## src/rtl/utx_pkg.sv

```systemverilog
package utx_pkg;
  localparam logic [3:0] OP_TX     = 4'd1;
  localparam logic [3:0] OP_BRK_ON = 4'd4;
  localparam logic [3:0] OP_BRK_OFF= 4'd5;

  localparam int OS_RATE  = 32;

  localparam int SB_DONE   = 0;
  localparam int SB_CANCEL = 1;
  localparam int SB_ABORT  = 2;
  localparam int SB_LOWFILL= 3;
  localparam int N_STAT    = 4;

  typedef enum logic [2:0] {
    F_IDLE, F_GAP, F_START, F_DATA, F_PAR, F_STOP, F_BREAK
  } frm_e;

  typedef enum logic [1:0] {
    PAR_EVEN  = 2'd0,
    PAR_ODD   = 2'd1,
    PAR_ZERO  = 2'd2,
    PAR_ONE   = 2'd3
  } par_e;
endpackage

```

## src/rtl/utx_baud.sv

```systemverilog
module utx_baud #(
  parameter int DIV_W = 16
) (
  input  logic             clk,
  input  logic             rst_n,
  input  logic [DIV_W-1:0] div,
  output logic             tick
);
  logic [DIV_W-1:0] cnt;
  logic [DIV_W-1:0] last;

  // a divider of zero behaves like one
  assign last = (div == '0) ? '0 : div - 1'b1;
  assign tick = (cnt >= last);

  always_ff @(posedge clk) begin
    if (!rst_n)    cnt <= '0;
    else if (tick) cnt <= '0;
    else           cnt <= cnt + 1'b1;
  end
endmodule

```

## src/rtl/utx_fifo.sv

```systemverilog
module utx_fifo #(
  parameter int W     = 32,
  parameter int DEPTH = 16
) (
  input  logic                       clk,
  input  logic                       rst_n,
  input  logic                       wr_valid,
  output logic                       wr_ready,
  input  logic [W-1:0]               wr_data,
  input  logic                       rd_en,
  output logic [W-1:0]               rd_data,
  output logic                       empty,
  output logic [$clog2(DEPTH+1)-1:0] level
);
  localparam int AW = (DEPTH > 1) ? $clog2(DEPTH) : 1;
  localparam int LW = $clog2(DEPTH+1);

  logic [W-1:0]  mem [DEPTH];
  logic [AW-1:0] wp, rp;
  logic [LW-1:0] cnt;
  logic          push, pop;

  assign wr_ready = (cnt < LW'(DEPTH));
  assign empty    = (cnt == '0);
  assign push     = wr_valid && wr_ready;
  assign pop      = rd_en && !empty;
  assign rd_data  = mem[rp];
  assign level    = cnt;

  always_ff @(posedge clk) begin
    if (push) mem[wp] <= wr_data;
  end

  always_ff @(posedge clk) begin
    if (!rst_n) begin
      wp  <= '0;
      rp  <= '0;
      cnt <= '0;
    end else begin
      if (push) wp <= (wp == AW'(DEPTH-1)) ? '0 : wp + 1'b1;
      if (pop)  rp <= (rp == AW'(DEPTH-1)) ? '0 : rp + 1'b1;
      case ({push, pop})
        2'b10:   cnt <= cnt + 1'b1;
        2'b01:   cnt <= cnt - 1'b1;
        default: cnt <= cnt;
      endcase
    end
  end
endmodule

```

## src/rtl/utx_framer.sv

```systemverilog
module utx_framer
  import utx_pkg::*;
#(
  parameter int LEN_W = 24,
  parameter int W     = 32
) (
  input  logic             clk,
  input  logic             rst_n,
  input  logic             tick,
  input  logic             cmd_valid,
  input  logic [3:0]       cmd_op,
  input  logic [LEN_W-1:0] trans_len,
  input  logic             cancel_req,
  input  logic             abort_req,
  input  logic [9:0]       cfg_word_len,
  input  logic             cfg_par_en,
  input  logic [1:0]       cfg_par_mode,
  input  logic [1:0]       cfg_stop_len,
  input  logic             cfg_cts_mask,
  input  logic [2:0]       cfg_bytes_per_word,
  input  logic             cts,
  input  logic             fifo_empty,
  input  logic [W-1:0]     fifo_word,
  output logic             pop,
  output logic             txd,
  output logic             busy,
  output logic             ev_done,
  output logic             ev_cancel,
  output logic             ev_abort
);
  localparam int BPW_MAX = W / 8;
  localparam int IDX_W   = (BPW_MAX > 1) ? $clog2(BPW_MAX) : 1;

  frm_e             state, state_n;
  logic [LEN_W-1:0] rem, rem_n;
  logic [IDX_W-1:0] bidx, bidx_n;
  logic [7:0]       shreg, shreg_n;
  logic [2:0]       bit_idx, bit_idx_n;
  logic [6:0]       os_cnt, os_cnt_n;
  logic             par_bit, par_bit_n;
  logic             cxl_pend, cxl_pend_n;

  // configuration decode
  logic [3:0]       nbits;
  logic [6:0]       stop_ticks;
  logic [IDX_W-1:0] last_idx;
  logic [7:0]       dmask, cur_byte, new_char;
  logic             new_par, can_launch, bit_end, boundary;

  always_comb begin
    if (cfg_word_len < 10'd5)      nbits = 4'd5;
    else if (cfg_word_len > 10'd8) nbits = 4'd8;
    else                           nbits = cfg_word_len[3:0];
  end

  always_comb begin
    case (cfg_stop_len)
      2'd0:    stop_ticks = 7'd32;
      2'd1:    stop_ticks = 7'd48;
      default: stop_ticks = 7'd64;
    endcase
  end

  always_comb begin
    if (cfg_bytes_per_word == 3'd0)                 last_idx = '0;
    else if (int'(cfg_bytes_per_word) > BPW_MAX)    last_idx = IDX_W'(BPW_MAX-1);
    else                                            last_idx = IDX_W'(cfg_bytes_per_word - 3'd1);
  end

  assign dmask    = 8'hFF >> (4'd8 - nbits);
  assign cur_byte = fifo_word[{bidx, 3'b000} +: 8];
  assign new_char = cur_byte & dmask;

  always_comb begin
    case (par_e'(cfg_par_mode))
      PAR_EVEN: new_par = ^new_char;
      PAR_ODD:  new_par = ~^new_char;
      PAR_ZERO: new_par = 1'b0;
      default:  new_par = 1'b1;
    endcase
  end

  assign can_launch = !fifo_empty && (cts || cfg_cts_mask);
  assign bit_end    = (os_cnt == 7'(OS_RATE-1));

  always_comb begin
    state_n    = state;
    rem_n      = rem;
    bidx_n     = bidx;
    shreg_n    = shreg;
    bit_idx_n  = bit_idx;
    os_cnt_n   = os_cnt;
    par_bit_n  = par_bit;
    cxl_pend_n = cxl_pend;
    pop        = 1'b0;
    ev_done    = 1'b0;
    ev_cancel  = 1'b0;
    ev_abort   = 1'b0;
    boundary   = 1'b0;

    if (abort_req) begin
      state_n    = F_IDLE;
      cxl_pend_n = 1'b0;
      ev_abort   = 1'b1;
    end else begin
      case (state)
        F_IDLE: begin
          if (cancel_req) begin
            ev_cancel = 1'b1;
          end else if (cmd_valid && cmd_op == OP_TX) begin
            state_n    = F_GAP;
            rem_n      = trans_len;
            bidx_n     = '0;
            cxl_pend_n = 1'b0;
          end else if (cmd_valid && cmd_op == OP_BRK_ON) begin
            state_n = F_BREAK;
          end
        end
        F_BREAK: begin
          if (cancel_req) begin
            state_n   = F_IDLE;
            ev_cancel = 1'b1;
          end else if (cmd_valid && cmd_op == OP_BRK_OFF) begin
            state_n = F_IDLE;
            ev_done = 1'b1;
          end
        end
        default: begin
          if (cancel_req) cxl_pend_n = 1'b1;
          if (tick) begin
            case (state)
              F_GAP: boundary = 1'b1;
              F_START: begin
                if (bit_end) begin
                  state_n   = F_DATA;
                  os_cnt_n  = '0;
                  bit_idx_n = '0;
                end else os_cnt_n = os_cnt + 1'b1;
              end
              F_DATA: begin
                if (bit_end) begin
                  os_cnt_n = '0;
                  if ({1'b0, bit_idx} == nbits - 4'd1)
                    state_n = cfg_par_en ? F_PAR : F_STOP;
                  else begin
                    shreg_n   = shreg >> 1;
                    bit_idx_n = bit_idx + 1'b1;
                  end
                end else os_cnt_n = os_cnt + 1'b1;
              end
              F_PAR: begin
                if (bit_end) begin
                  state_n  = F_STOP;
                  os_cnt_n = '0;
                end else os_cnt_n = os_cnt + 1'b1;
              end
              F_STOP: begin
                if (os_cnt == stop_ticks - 7'd1) boundary = 1'b1;
                else os_cnt_n = os_cnt + 1'b1;
              end
              default: state_n = F_IDLE;
            endcase
          end

          // decision taken at each character boundary
          if (boundary) begin
            if (cxl_pend || cancel_req) begin
              state_n    = F_IDLE;
              cxl_pend_n = 1'b0;
              ev_cancel  = 1'b1;
            end else if (rem == '0) begin
              state_n = F_IDLE;
              ev_done = 1'b1;
            end else if (can_launch) begin
              state_n   = F_START;
              os_cnt_n  = '0;
              shreg_n   = new_char;
              par_bit_n = new_par;
              rem_n     = rem - 1'b1;
              if (bidx == last_idx || rem == LEN_W'(1)) begin
                pop    = 1'b1;
                bidx_n = '0;
              end else begin
                bidx_n = bidx + 1'b1;
              end
            end else begin
              state_n = F_GAP;
            end
          end
        end
      endcase
    end
  end

  always_ff @(posedge clk) begin
    if (!rst_n) begin
      state    <= F_IDLE;
      rem      <= '0;
      bidx     <= '0;
      shreg    <= '0;
      bit_idx  <= '0;
      os_cnt   <= '0;
      par_bit  <= 1'b0;
      cxl_pend <= 1'b0;
    end else begin
      state    <= state_n;
      rem      <= rem_n;
      bidx     <= bidx_n;
      shreg    <= shreg_n;
      bit_idx  <= bit_idx_n;
      os_cnt   <= os_cnt_n;
      par_bit  <= par_bit_n;
      cxl_pend <= cxl_pend_n;
    end
  end

  always_comb begin
    case (state)
      F_START: txd = 1'b0;
      F_DATA:  txd = shreg[0];
      F_PAR:   txd = par_bit;
      F_BREAK: txd = 1'b0;
      default: txd = 1'b1;
    endcase
  end

  assign busy = (state != F_IDLE);
endmodule

```

## src/rtl/uart_tx_engine.sv

```systemverilog
module uart_tx_engine
  import utx_pkg::*;
#(
  parameter int FIFO_DEPTH = 16,
  parameter int WORD_W     = 32,
  parameter int LEN_W      = 24,
  parameter int DIV_W      = 16,
  localparam int LVL_W     = $clog2(FIFO_DEPTH+1)
) (
  input  logic              clk,
  input  logic              rst_n,
  input  logic              wr_valid,
  output logic              wr_ready,
  input  logic [WORD_W-1:0] wr_data,
  input  logic              cmd_valid,
  input  logic [3:0]        cmd_op,
  input  logic [LEN_W-1:0]  trans_len,
  input  logic              cancel_req,
  input  logic              abort_req,
  input  logic [9:0]        cfg_word_len,
  input  logic              cfg_par_en,
  input  logic [1:0]        cfg_par_mode,
  input  logic [1:0]        cfg_stop_len,
  input  logic              cfg_cts_mask,
  input  logic [DIV_W-1:0]  cfg_clk_div,
  input  logic [2:0]        cfg_bytes_per_word,
  input  logic [LVL_W-1:0]  cfg_watermark,
  input  logic              cts,
  input  logic [N_STAT-1:0] irq_clear,
  output logic [N_STAT-1:0] irq_status,
  output logic [LVL_W-1:0]  fifo_level,
  output logic              busy,
  output logic              txd
);
  logic              tick;
  logic              pop, fifo_empty;
  logic [WORD_W-1:0] fifo_word;
  logic              ev_done, ev_cancel, ev_abort;
  logic [N_STAT-1:0] stat_set;

  utx_baud #(.DIV_W(DIV_W)) u_baud (
    .clk  (clk),
    .rst_n(rst_n),
    .div  (cfg_clk_div),
    .tick (tick)
  );

  utx_fifo #(.W(WORD_W), .DEPTH(FIFO_DEPTH)) u_fifo (
    .clk     (clk),
    .rst_n   (rst_n),
    .wr_valid(wr_valid),
    .wr_ready(wr_ready),
    .wr_data (wr_data),
    .rd_en   (pop),
    .rd_data (fifo_word),
    .empty   (fifo_empty),
    .level   (fifo_level)
  );

  utx_framer #(.LEN_W(LEN_W), .W(WORD_W)) u_framer (
    .clk               (clk),
    .rst_n             (rst_n),
    .tick              (tick),
    .cmd_valid         (cmd_valid),
    .cmd_op            (cmd_op),
    .trans_len         (trans_len),
    .cancel_req        (cancel_req),
    .abort_req         (abort_req),
    .cfg_word_len      (cfg_word_len),
    .cfg_par_en        (cfg_par_en),
    .cfg_par_mode      (cfg_par_mode),
    .cfg_stop_len      (cfg_stop_len),
    .cfg_cts_mask      (cfg_cts_mask),
    .cfg_bytes_per_word(cfg_bytes_per_word),
    .cts               (cts),
    .fifo_empty        (fifo_empty),
    .fifo_word         (fifo_word),
    .pop               (pop),
    .txd               (txd),
    .busy              (busy),
    .ev_done           (ev_done),
    .ev_cancel         (ev_cancel),
    .ev_abort          (ev_abort)
  );

  always_comb begin
    stat_set             = '0;
    stat_set[SB_DONE]    = ev_done;
    stat_set[SB_CANCEL]  = ev_cancel;
    stat_set[SB_ABORT]   = ev_abort;
    stat_set[SB_LOWFILL] = (fifo_level <= cfg_watermark);
  end

  // sticky status, set wins over a same-cycle clear
  always_ff @(posedge clk) begin
    if (!rst_n) irq_status <= '0;
    else        irq_status <= (irq_status & ~irq_clear) | stat_set;
  end
endmodule

```

## config.mk

```make
export PLATFORM = sky130hd
export DESIGN_NAME = uart_tx_engine
export DESIGN_NICKNAME = d
export VERILOG_FILES = /design/src/rtl/utx_pkg.sv /design/src/rtl/utx_baud.sv /design/src/rtl/utx_fifo.sv /design/src/rtl/utx_framer.sv /design/src/rtl/uart_tx_engine.sv
export SDC_FILE = /design/constraint.sdc
export NUM_CORES = 1
export LEC_CHECK = 0
export BUFFER_PORTS_ARGS = -buffer_cell sky130_fd_sc_hd__buf_2
export CORE_ASPECT_RATIO = 1.4
export CORE_MARGIN = 2
export CORE_UTILIZATION = 30
export CTS_BUF_LIST = sky130_fd_sc_hd__clkbuf_16
export DETAILED_ROUTE_END_ITERATION = 6
export PLACE_DENSITY = 0.48
export SLEW_MARGIN = 20
export SYNTH_ARGS = -nofsm -noshare
export SYNTH_HDL_FRONTEND = slang
export SYNTH_SLANG_ARGS = --single-unit
export TNS_END_PERCENT = 20
```

## constraint.sdc

```tcl
create_clock -name clk -period 8.3 [get_ports clk]
set_clock_uncertainty 0.1 [all_clocks]
set_input_delay 1.245 -clock clk [delete_from_list [all_inputs] [get_ports clk]]
set_output_delay 1.245 -clock clk [all_outputs]
set_load 0.005 [all_outputs]
```

* Yosys cells after proc, flatten, opt, wreduce, memory -nomap -nowiden
Memory sizes are Yosys's and may differ from the RTL's. A register that Yosys moved wholly into a read port is not among the register bits.
Cells that the tools add are included.
** Storage, ports and cells
- Word-level logic and storage cells :: 216
- Memory bits (writable) :: 512
- Bits in registers :: 82
- Output and inout bits :: 12
- Bits of input ports :: 111
- Memories kept :: 1
** Memories
- u_fifo.mem :: words 16, width 32, rd ports 1, clocked after memory_dff 1, wr ports 1, RTL line utx_fifo.sv:18 : logic [W-1:0] mem [DEPTH];
** Cells by class
- Bitwise gates (word level) :: 10
- Shift-type cells :: 2
- $add $sub $neg :: 14
- Magnitude comparators :: 6
- Multiplexer cells :: 98
- Equality and inequality tests :: 35
- Reduce and logical (&&, ||, !) cells :: 37
** Operators with widths (count)
- two-way mux 24 bit :: 6
- two-way mux 8 bit :: 8
- two-way mux 7 bit :: 7
- two-way mux 3 bit :: 16
- case mux 24 bit (2 select lines) :: 1
- indexed part select 32 x 6 -> 8 bit :: 1
- two-way mux 1 bit :: 31
- case mux 7 bit (2 select lines) :: 2
- equality test 24 x 1 -> 1 bit, second input constant :: 1
- logical NOT 24 bit :: 1
- two-way mux 4 bit :: 6
- subtractor 24 x 1 -> 24 bit, second input constant :: 1
- two-way mux 2 bit :: 10
- inequality test 5 x 2 -> 1 bit, second input constant :: 4
- adder 16 x 1 -> 16 bit, second input constant :: 1
- >= comparator 16 bit :: 1
- logical NOT 16 bit :: 1
- two-way mux 16 bit :: 1
- subtractor 16 x 1 -> 16 bit, second input constant :: 1
- case mux 3 bit (2 select lines) :: 2
- case mux 3 bit (4 select lines) :: 1
- greater-than comparator 10 x 4 -> 1 bit, second input constant :: 1
- < comparator 10 x 3 -> 1 bit, second input constant :: 1
- case mux 5 bit (2 select lines) :: 1
- other kinds (58) :: 96

* Longest topological paths before layout
Gate-level depths: netlist (run 1).
- Depth in word-level cells :: 15
- Gate-level depth with buffers :: 27
- Mapped depth without buffers :: 25

* By module
A second synthesis (run 1) with hierarchy kept.
** Second synthesis, totals
- Cell total of the unflattened synthesis :: 1662
- Area, all modules :: 25974.9 µm²
** Modules (own cells, without submodules)
- utx_fifo :: area each 20186.9 µm², cells an instance 913, times used 1
- utx_framer :: area each 4130.2 µm², cells an instance 545, times used 1
- utx_baud :: area each 1391.3 µm², cells an instance 173, times used 1
- uart_tx_engine :: area each 266.5 µm², cells an instance 31, times used 1

* Worst setup path before layout (run 1)
OpenSTA, ideal clock, no wires.
- Path type :: input to register
- Start :: in cfg_clk_div[5]
- End :: reg u_fifo.cnt[4], in the netlist u_fifo.level[4]
- Cell stages on the path :: 27
- Buffers on the path :: 2
- Arrival :: 6.523 ns
- Library setup time :: 0.132 ns
- Setup slack :: 1.545 ns
- Data required time :: 8.068 ns
- Path through :: or4_1 or3_1 or4_1 nor2_1 nand4b_1 and2_1 ha_1 nand2b_1 a21o_1 a21o_1 a21o_1 a21o_1 a21oi_1 o221ai_1 clkbuf_1 and3_1 ha_1 clkbuf_1 xor2_1 ha_1 a21oi_1 nor2b_1 o21ai_0 a21oi_1 a311oi_1 or3_1 a21oi_1
** On the way
- Longest elaborated chain between the ends :: 12
- Elaborated cells between the ends (all ways) :: 15
** Ends and longest elaborated chain
- start, declared :: RTL line uart_tx_engine.sv:25 : input logic [DIV_W-1:0] cfg_clk_div,
- subtractor 16 x 1 -> 16 bit / logical NOT 16 bit (equally long branches) :: RTL line utx_baud.sv:13 : assign last = (div == '0) ? '0 : div - 1'b1;
- two-way mux 16 bit (*) :: RTL line utx_baud.sv:13
- >= comparator 16 bit (*) :: RTL line utx_baud.sv:14 : assign tick = (cnt >= last);
- two-way mux 1 bit (*) :: RTL line utx_framer.sv:130 : if (tick) begin
- two-way mux 1 bit (*) :: RTL line utx_framer.sv:106 : case (state)
- two-way mux 1 bit (*) :: RTL line utx_framer.sv:101 : if (abort_req) begin
- two-way mux 1 bit (*) :: RTL line utx_framer.sv:166 : if (boundary) begin
- two-way mux 1 bit (*) :: RTL line utx_framer.sv:106
- two-way mux 1 bit (*) :: RTL line utx_framer.sv:101
- logical AND 1 bit (*) :: RTL line utx_fifo.sv:26 : assign pop = rd_en && !empty;
- equality test 2 x 1 -> 1 bit / equality test 2 bit (equally long branches) :: RTL line utx_fifo.sv:42 : case ({push, pop})
- case mux 5 bit (2 select lines) / nonzero test 2 bit (equally long branches)
- end signal, assigned :: RTL line utx_fifo.sv:43 : 2'b10: cnt <= cnt + 1'b1;
- end signal, assigned :: RTL line utx_fifo.sv:44 : 2'b01: cnt <= cnt - 1'b1;
- end signal, assigned :: RTL line utx_fifo.sv:45 : default: cnt <= cnt;
- end, declared :: RTL line utx_fifo.sv:20 : logic [LW-1:0] cnt;
Every way passes the cells marked *; elsewhere a longest branch is shown, timed or not. The select of a mux whose other input is x is not followed.
A chain may end at the register's enable or synchronous reset.

* Worst setup path after layout (run 1)
Ends and elaborated chain as after synthesis.

==> impl_metrics.csv, run 1 <==
group,metric,value,unit
floorplanning,die_h,351,µm
placement,port_buffers,122,
clocking,htree_levels,3,
power,ir_drop,151,µV
clocking,cts_sinks,598,
clocking,cts_tree,"done",
power,switchingPower,1.39,mW
sta,worst_pin_slew,0.884,ns
grt,grt_pass1_wl,101000,µm
yosys,synth_ff_type,"edfxtp_1",
setup_path,critPathRequiredTime,8.67,ns
yosys,syn_area_per_cell,15.6,µm²
yosys,synth.yosys.seq_area_share,0.664,
flow_run,maxCapViolCount,0,
finish,final_nets,1938,
clocking,cts.clk_slew.worst_paths,0.05,ns
finish,num-fill-cells,8098,
finish,synthToLayoutAreaGrowth,15.7,%
routing,first_pass_iters,6,
power,power,6.43,mW
floorplanning,die_w,252,µm
sta,relSlewSlack,0.408,
setup_path,cp_num_buf_inv,3,
clocking,cts_buffer_depth,3,
sta,slew_viol_final,0,
power,p_sw_frac,0.216,
sta,period_needed,6.65,ns
clocking,cts_resized,0,
setup_path,crit_path_start_kind,"primary input",
setup_path,end_kind,"flop",
clocking,cts_buffers,66,
routing,detail_route.wl_per_cell,23.3,µm
sta,setup_tns,0,ns
floorplanning,fp.dieArea,0.0882,mm²
setup_path,critPathSlowestCell,"or4_1",
setup_path,critPathArrivalTime,7.02,ns
grt,grt_usage,0.155,
floorplanning,ios,123,
clocking,cts_root_buf,"clkbuf_16",
clocking,cts_setup_buffers,0,
yosys,syn-num-nets,1800,
power,cellLeakagePower,9.85,nW
power,clkPwrFrac,0.445,
power,seqPwrFrac,0.515,
yosys,ys_ff_latch,598,
power,internal-power,5.04,mW
placement,globalplace.congestion,0.762,
setup_path,setup.worst_path.class,"in2reg",
sta,fmaxAchievable,150,MHz
routing,remaining_drc_errors,0,
routing,drt-total-wl,68300,µm
yosys,synth_edf_count,512,
power,power.density,216,mW/mm²
routing,ant_nets,0,
placement,dp_hpwl,39000,µm
grt,antenna_found_initial,11,
yosys,ys_warn_count,0,
yosys,synth_top_area_frac,0.597,
routing,vias_per_cell,5.17,
floorplanning,coreArea,0.0853,mm²
finish,drive_gt1_frac,0.240,
sta,rsz0062_at_grt,"no",
floorplanning,placementRows,127,
sta,hold_viol,0,
setup_path,slowest_delay,0.58,ns
finish,final_util,0.349,
routing,drtIter0Drc,1257,
yosys,yosys.area.top_type,"edfxtp_1",
sta,setup_viol,0,
routing,dr_total_vias,15100,
yosys,synthDistinctLibCells,76,
power,power_frac_comb,0.040,
yosys,syn_area,0.0258,mm²
setup_path,crit_fanout,16,
min_path,hp-class,"reg2reg",
sta,fin_crit_sh,0.801,
grt,grt_pass1_vias,15500,
yosys,synth_cells,1648,
setup_path,path_delay_family,"simple AND/OR/NAND/NOR gates",
yosys,async_flop_share,0,
status,status,"completed",
clocking,worstSkewPairLatency,0.61,ns
grt,grt_start_max_net_pins,67,
floorplanning,start_util,0.302,
clocking,cts-hold-fix-buffers,0,
yosys,synth_area_leaders,"edfxtp_1 60%, mux4_2 12%, dfxtp_1 6.7%",
grt,grt-ovfl-total,0,
-- area by class of cell --
cell class | instances | area, µm² | share of cell area
Antenna cell | 1 | 2.50 | 0.0000840
Tap cell | 1096 | 1370 | 0.0460
Timing Repair Buffer | 158 | 906 | 0.0304
Clock buffer | 70 | 1750 | 0.0588
Inverter | 40 | 150 | 0.00504
Multi-Input combinational cell | 922 | 8150 | 0.274
Sequential cell | 598 | 17100 | 0.574
Clock inverter | 48 | 355 | 0.0119
-- cells in the final DEF (no fill, tap or decap), drive strengths merged, types with 42 or more instances in the layout --
cell,n
buf,158
clkbuf,70
inv,52
nand2,88
mux4,134
a21oi,78
nor2,135
o21ai,42
edfxtp,512
dfxtp,86
nor3,47
-- power by group through the flow --
stage,Sequential [mW],Clock (mW),Combinational [mW]
2_1_floorplan,3.37,0,0.134
3_3_place_gp,3.37,0,0.257
3_5_place_dp,3.37,0,0.263
4_1_cts,3.31,2.94,0.264
5_1_grt,3.31,3.06,0.288
6_report,3.31,2.86,0.259
-- metrics by stage --
step           worst slack, ns  area [µm²]  hold slack, ns  cells
6_report                  1.65       29800           0.381   2933
5_1_grt                   1.30       29800           0.403   2932
4_1_cts                   1.67       29800           0.374   2932
3_5_place_dp              1.05       27700           0.362   2814
3_3_place_gp              1.19       27700           0.359   2814
2_1_floorplan             1.54       25800           0.341   1648
-- cell families after synthesis --
logic type | count (synthesis) | share of synthesized area
xor gates and xnor gates | 43 | 0.0157
muxes | 170 | 0.132
DFF | 598 | 0.664
and+or+nand+nor | 416 | 0.0788
AOI/OAI and AO/OA | 252 | 0.0655
adders and majority gates | 41 | 0.0199
buffers and inverters | 128 | 0.0248
-- worst min-delay path: stages, from the launching register on --
cell      delay (ns)
dfxtp_1         0.31
nand2b_1        0.07
a21oi_1         0.05
-- path summary, 6_finish.rpt --
check | startpoint | to | slack (ns) | depth (start not counted)
worst min register to register | u_framer.shreg[7] | u_framer.shreg[7] | 0.38 | 2
worst max-delay path | cfg_clk_div[5] | u_fifo.level[4] | 1.65 | 28
worst min-delay path | u_framer.shreg[7] | u_framer.shreg[7] | 0.38 | 2
worst max register to register | u_framer.rem[12] | u_fifo.level[4] | 3.51 | 18
-- synthesized netlist by cell type, types with 7 or more instances --
cell type  number
edfxtp_1      512
mux4_2        134
nor2_1        134
nand2_1        88
dfxtp_1        86
a21oi_1        77
nor3_1         47
clkbuf_1       44
ha_1           41
o21ai_0        39
inv_1          37
mux2i_1        29
xor2_1         27
nand3_1        22
buf_2          18
a22oi_1        17
a31oi_1        17
nand4_1        17
o221a_2        16
or3_1          16
nor4_1         15
nand2b_1       14
xnor2_1        14
and3_1         12
buf_6          12
nor2b_1        10
o31ai_1        10
a21o_1          9
o21a_1          9
or4_1           9
a211oi_1        7
and2_1          7
mux2_2          7
-- sequential cells by signal, summed over array words and instances (netlist names), named ones only --
signal,flops
u_fifo.mem,512
u_framer.rem,24
u_baud.cnt,16
u_framer.shreg,8
u_framer.os_cnt,7
u_fifo.level,5
irq_status,4
u_fifo.rp,4
u_fifo.wp,4
u_framer.bit_idx,3
u_framer.state,3
u_framer.bidx,2
u_framer.cxl_pend,1
u_framer.par_bit,1
-- layer usage --
| layer | wire length [µm] | part of all wire | up-vias | track usage |
|---|---|---|---|---|
| li1 | - | - | 6790 | - |
| met1 | 28000 | 0.41 | 7798 | 0.189 |
| met2 | 34600 | 0.51 | 424 | 0.272 |
| met3 | 3820 | 0.056 | 123 | 0.0338 |
| met4 | 1790 | 0.026 | 14 | 0.0497 |
| met5 | 90 | 0.0013 | - | 0 |
Note: power is estimated with default switching activity, not from simulation.
==> run 2: changes to the inputs <==
==> constraint.sdc (replaced) <==
create_clock -name clk -period 6.37 [get_ports clk]
set_clock_uncertainty 0.1 [all_clocks]
set_input_delay 0.9555 -clock clk [delete_from_list [all_inputs] [get_ports clk]]
set_output_delay 0.9555 -clock clk [all_outputs]
set_load 0.005 [all_outputs]
==> impl_metrics.csv, run 2 (synthesis gave the netlist of run 1 again) <==
group,metric,value,unit
status,status,"completed",
setup_path,critPathRequiredTime,6.78,ns
routing,drt-total-wl,68900,µm
sta,setup_viol,0,
finish,top_register,"u_fifo.mem",
routing,ant_nets,0,
clocking,cts_resized,0,
finish,synthToLayoutAreaGrowth,15.7,%
min_path,hp-class,"reg2reg",
setup_path,crit_fanout,5,
min_path,hold_end,"irq_status[0]",
routing,drtIter0Drc,1003,
placement,dp_hpwl,41600,µm
grt,antenna_found_initial,9,
floorplanning,ios,123,
finish,finalInstanceArea,0.0298,mm²
finish,final_common_cell,"edfxtp_1",
routing,dr_total_vias,15100,
sta,hold_viol,0,
clocking,worstSkewPairLatency,0.64,ns
clocking,cts_tree,"done",
routing,first_pass_iters,5,
routing,detail_route.wl_per_cell,23.4,µm
finish,drive_gt1_frac,0.247,
setup_path,critPathArrivalTime,6.16,ns
sta,period_needed,5.75,ns
floorplanning,die_w,252,µm
clocking,cts_sinks,598,
grt,grt_start_max_net_pins,50,
routing,remaining_drc_errors,0,
finish,seqCellArea,0.0171,mm²
finish,largest_reg_flops,512,
grt,grt_usage,0.155,
power,ir_drop,201,µV
clocking,htree_levels,2,
setup_path,reg2regPathDepth,18,
sta,setup_tns,0,ns
sta,hold-worst-slack,0.370,ns
clocking,cts-hold-fix-buffers,0,
sta,fin_crit_sh,0.902,
clocking,cts_buffers,61,
grt,grt-ovfl-total,0,
routing,vias_per_cell,5.13,
finish,instances_no_fill,2942,
setup_path,r2r_slack,1.82,ns
setup_path,regToRegEndpoint,"u_fifo.level[4]",
power,power,8.25,mW
clocking,cts_setup_buffers,0,
flow_run,maxCapViolCount,0,
setup_path,r2r_start,"u_framer.rem[12]",
min_path,min_delay_path_depth,2,
clocking,cts_buffer_depth,3,
sta,setup_slack,0.623,ns
floorplanning,placementRows,127,
sta,rsz0062_at_grt,"no",
finish,reg_top3,"u_fifo.mem: 512 flops, u_framer.rem: 24 flops, u_baud.cnt: 16 flops",
power,power.density,277,mW/mm²
min_path,min_from,"irq_status[0]",
clocking,cts_root_buf,"clkbuf_16",
floorplanning,coreArea,0.0853,mm²
grt,grt_pass1_vias,15600,
sta,relSlewSlack,0.274,
setup_path,crit_path_start_kind,"primary input",
finish,final_util,0.349,
finish,layout_common_cells,"512 x edfxtp_1, 134 x mux4_2, 122 x nor2_1, 122 x buf_2, 88 x nand2_1",
finish,num-fill-cells,8042,
clocking,cts.clk_slew.worst_paths,0.06,ns
sta,slew_viol_final,0,
placement,globalplace.congestion,0.791,
placement,dp_cells,2827,
placement,port_buffers,122,
sta,fmaxAchievable,174,MHz
floorplanning,start_util,0.302,
setup_path,end_kind,"flop",
placement,placed_cell_area,0.0278,mm²
floorplanning,fp.dieArea,0.0882,mm²
setup_path,setup.worst_path.class,"in2reg",
placement,dp_slack,0.0157,ns
finish,multi_input_area,0.00815,mm²
grt,grt_pass1_wl,102000,µm
power,cellLeakagePower,9.87,nW
finish,final_nets,1946,
floorplanning,die_h,351,µm
sta,worst_pin_slew,1.09,ns
run 2: cell count changes in the layout (fill, tap and decap cells not counted), moves of 2 or more:
| cell | delta |
|---|---|
| clkinv_8 | -2 |
| inv_2 | +2 |
| clkinvlp_4 | +3 |
| bufinv_16 | +4 |
| clkbuf_16 | -9 |
| a21oi_2 | +2 |
| clkinv_1 | -5 |
| buf_4 | +12 |
run 2: cell type report:
| class | instances | area share |
|---|---|---|
| clock inverters | 53 | 0.0160 |
| multi-input cells | 922 | 0.273 |
| diodes | 1 | 0.0000840 |
| inverters | 40 | 0.00504 |
| well taps | 1096 | 0.0460 |
| clock buffers | 61 | 0.0512 |
| repair buffers | 171 | 0.0343 |
| flip-flops and latches | 598 | 0.574 |
run 2: report_power, final:
part / switching (mW) / internal [mW] / leakage [nW]
registers: 0.0193 / 4.29 / 5.32
logic: 0.218 / 0.122 / 3.52
clock network: 1.54 / 2.06 / 1.02
total: 1.77 / 6.48 / 9.87
run 2: critical path, stage by stage:
cell	delay [ns]
buf_2	0.13
or4_1	0.59
or3_1	0.39
or4_1	0.47
nor2_1	0.12
nand4b_1	0.12
and2_1	0.19
ha_1	0.27
nand2b_1	0.14
a21o_1	0.17
a21o_1	0.17
a21o_1	0.17
a21o_1	0.17
a21oi_1	0.19
o221ai_1	0.16
and3_1	0.20
ha_1	0.22
xor2_1	0.15
ha_1	0.22
a21oi_2	0.18
nor2b_1	0.07
o21ai_0	0.14
a21oi_1	0.09
a311oi_1	0.26
or3_1	0.16
a21oi_1	0.06
run 2: layer usage:
layer / up-vias / GRT usage / wire (µm)
met5: - / 0 / 87
met4: 14 / 0.0407 / 1540
met3: 91 / 0.0319 / 3340
met2: 342 / 0.279 / 35500
met1: 7813 / 0.188 / 28500
li1: 6824 / - / -
run 2: worst max path at each step:
stage	start	end	slack, ns	cells past startpoint
after global placement	cfg_clk_div[5]	u_fifo.level[4]	0.06	26
after global routing	cfg_clk_div[5]	u_fifo.level[4]	0.24	26
after floorplan	cfg_clk_div[5]	u_fifo.level[4]	0.0005	27
final	cfg_clk_div[5]	u_fifo.level[4]	0.62	26
after CTS	cfg_clk_div[5]	u_fifo.level[4]	0.69	26
after detailed placement	cfg_clk_div[5]	u_fifo.level[4]	0.02	26
==> run 3: changes to the inputs <==
--- a/config.mk
+++ b/config.mk
@@ -12,6 +12,7 @@
 export CTS_BUF_LIST = sky130_fd_sc_hd__clkbuf_16
 export DETAILED_ROUTE_END_ITERATION = 6
 export PLACE_DENSITY = 0.48
+export RECOVER_POWER = 100
 export SLEW_MARGIN = 20
 export SYNTH_ARGS = -nofsm -noshare
 export SYNTH_HDL_FRONTEND = slang
==> constraint.sdc (replaced) <==
create_clock -name clk -period 6.37 [get_ports clk]
set_clock_uncertainty 0.1 [all_clocks]
set_input_delay 0.9555 -clock clk [delete_from_list [all_inputs] [get_ports clk]]
set_output_delay 0.9555 -clock clk [all_outputs]
set_load 0.05 [all_outputs]
==> impl_metrics.csv, run 3 (synthesis gave the netlist of run 1 again) <==
group,metric,value,unit
routing,remaining_drc_errors,0,
setup_path,critPathRequiredTime,6.72,ns
finish,top_register,"u_fifo.mem",
floorplanning,placementRows,127,
power,switchingPower,1.81,mW
setup_path,end_kind,"flop",
sta,relSlewSlack,-1.02,
power,ir_drop,234,µV
routing,ant_nets,0,
clocking,cts_resized,0,
placement,dp_cells,2823,
floorplanning,ios,123,
power,p_sw_frac,0.222,
routing,drtIter0Drc,1128,
clocking,htree_levels,2,
power,internal-power,6.36,mW
sta,worst_pin_slew,3.03,ns
setup_path,setup.worst_path.class,"in2reg",
sta,setup_slack,0.628,ns
setup_path,crit_path_start_kind,"primary input",
power,power_frac_comb,0.042,
clocking,cts_sinks,598,
status,failed_checks,"capacitance limit, slew limit",
grt,grt_pass1_vias,15600,
sta,fin_crit_sh,0.901,
grt,grt_usage,0.156,
power,clkPwrFrac,0.430,
floorplanning,fp.dieArea,0.0882,mm²
finish,final_nets,1942,
grt,antenna_found_initial,9,
routing,vias_per_cell,5.18,
setup_path,path_delay_family,"simple AND/OR/NAND/NOR gates",
sta,slew_viol_final,515,
floorplanning,start_util,0.302,
sta,fmaxAchievable,174,MHz
sta,period_needed,5.74,ns
routing,dr_total_vias,15200,
floorplanning,coreArea,0.0853,mm²
power,power.density,278,mW/mm²
setup_path,crit_fanout,5,
finish,largest_reg_flops,512,
routing,drt-total-wl,69700,µm
setup_path,critPathArrivalTime,6.09,ns
finish,instances_no_fill,2933,
clocking,cts_root_buf,"clkbuf_16",
clocking,cts_buffers,61,
sta,hold_viol,0,
finish,final_util,0.345,
finish,synthToLayoutAreaGrowth,14.4,%
grt,grt_pass1_wl,103000,µm
clocking,cts_buffer_depth,3,
clocking,worstSkewPairLatency,0.65,ns
power,cellLeakagePower,9.54,nW
setup_path,slowest_delay,0.59,ns
finish,layout_common_cells,"512 x edfxtp_1, 134 x nor2_1, 134 x mux4_2",
floorplanning,die_h,351,µm
placement,port_buffers,122,
sta,setup_viol,0,
floorplanning,die_w,252,µm
finish,drive_gt1_frac,0.204,
routing,detail_route.wl_per_cell,23.8,µm
placement,dp_slack,0.0748,ns
sta,hold-worst-slack,0.381,ns
finish,final_common_cell,"edfxtp_1",
clocking,cts.clk_slew.worst_paths,0.06,ns
sta,setup_tns,0,ns
flow_run,maxCapViolCount,22,
clocking,cts-hold-fix-buffers,0,
clocking,cts_setup_buffers,0,
finish,reg_top3,"u_fifo.mem: 512 flops, u_framer.rem: 24 flops, u_baud.cnt: 16 flops",
status,status,"finished, violations left",
min_path,hp-class,"reg2reg",
clocking,cts_tree,"done",
setup_path,path_common_cell,"a21o_1",
grt,grt_start_max_net_pins,48,
power,seqPwrFrac,0.528,
setup_path,critPathSlowestCell,"or4_1",
sta,rsz0062_at_grt,"no",
setup_path,cp_num_buf_inv,1,
placement,globalplace.congestion,0.799,
routing,first_pass_iters,5,
grt,grt-ovfl-total,0,
placement,dp_hpwl,43000,µm
==> run 3: cell count changes in the layout (fill, tap and decap cells not counted), moves of 2 or more <==
| cell | previous run | this run |
|---|---|---|
| buf_12 | 2 | 4 |
| buf_2 | 122 | 78 |
| buf_4 | 46 | 16 |
| bufinv_16 | 8 | 5 |
| clkbuf_1 | 0 | 68 |
| clkinv_1 | 13 | 10 |
| clkinv_2 | 8 | 15 |
| clkinv_4 | 1 | 6 |
| inv_1 | 51 | 40 |
| inv_2 | 3 | 1 |
| nor2_1 | 122 | 134 |
| nor2_4 | 12 | 0 |
| nor3_1 | 42 | 45 |
| nor3_2 | 4 | 2 |
==> run 3: layout make-up <==
type	count	area [µm²]
flip-flops and latches	598	17100
repair buffers	167	851
fillers	8080	55900
clock inverters	48	417
inverters	40	150
multi-input cells	922	8030
clock buffers	61	1530
well taps	1096	1370
diodes	1	2.50
==> run 3: stage by stage <==
step,instance area [µm²],total power [mW]
3_3_place_gp,27800,4.74
5_1_grt,29500,8.45
4_1_cts,29700,8.28
6_report,29500,8.18
3_5_place_dp,27800,4.75
2_1_floorplan,25800,4.58
==> run 3: worst paths after layout <==
check | from | endpoint | slack [ns] | depth (start not counted)
worst max-delay path | cfg_clk_div[5] | u_fifo.level[4] | 0.63 | 26
worst min-delay path | u_framer.shreg[7] | u_framer.shreg[7] | 0.38 | 2
worst max register to register | u_fifo.level[4] | u_fifo.mem[2][15] | 1.21 | 4
worst min register to register | u_framer.shreg[7] | u_framer.shreg[7] | 0.38 | 2
==> run 3: power groups by stage <==
stage	Combinational (mW)	Sequential (mW)	Clock [mW]
6_report	0.344	4.32	3.52
5_1_grt	0.380	4.32	3.76
4_1_cts	0.360	4.31	3.61
3_5_place_dp	0.358	4.40	0
3_3_place_gp	0.350	4.39	0
2_1_floorplan	0.177	4.40	0
==> run 3: layer usage <==
layer,part of all wire,GRT usage
met5,0.0014,0
met4,0.021,0.0377
met1,0.41,0.190
met3,0.047,0.0314
met2,0.52,0.282
==> run 3: worst register-to-register path: cells and delay by family, from the launching register on <==
family | cells | cell delay, ns
buffers and inverters | 1 | 1.80
DFF | 1 | 0.42
and+or+nand+nor | 3 | 2.38
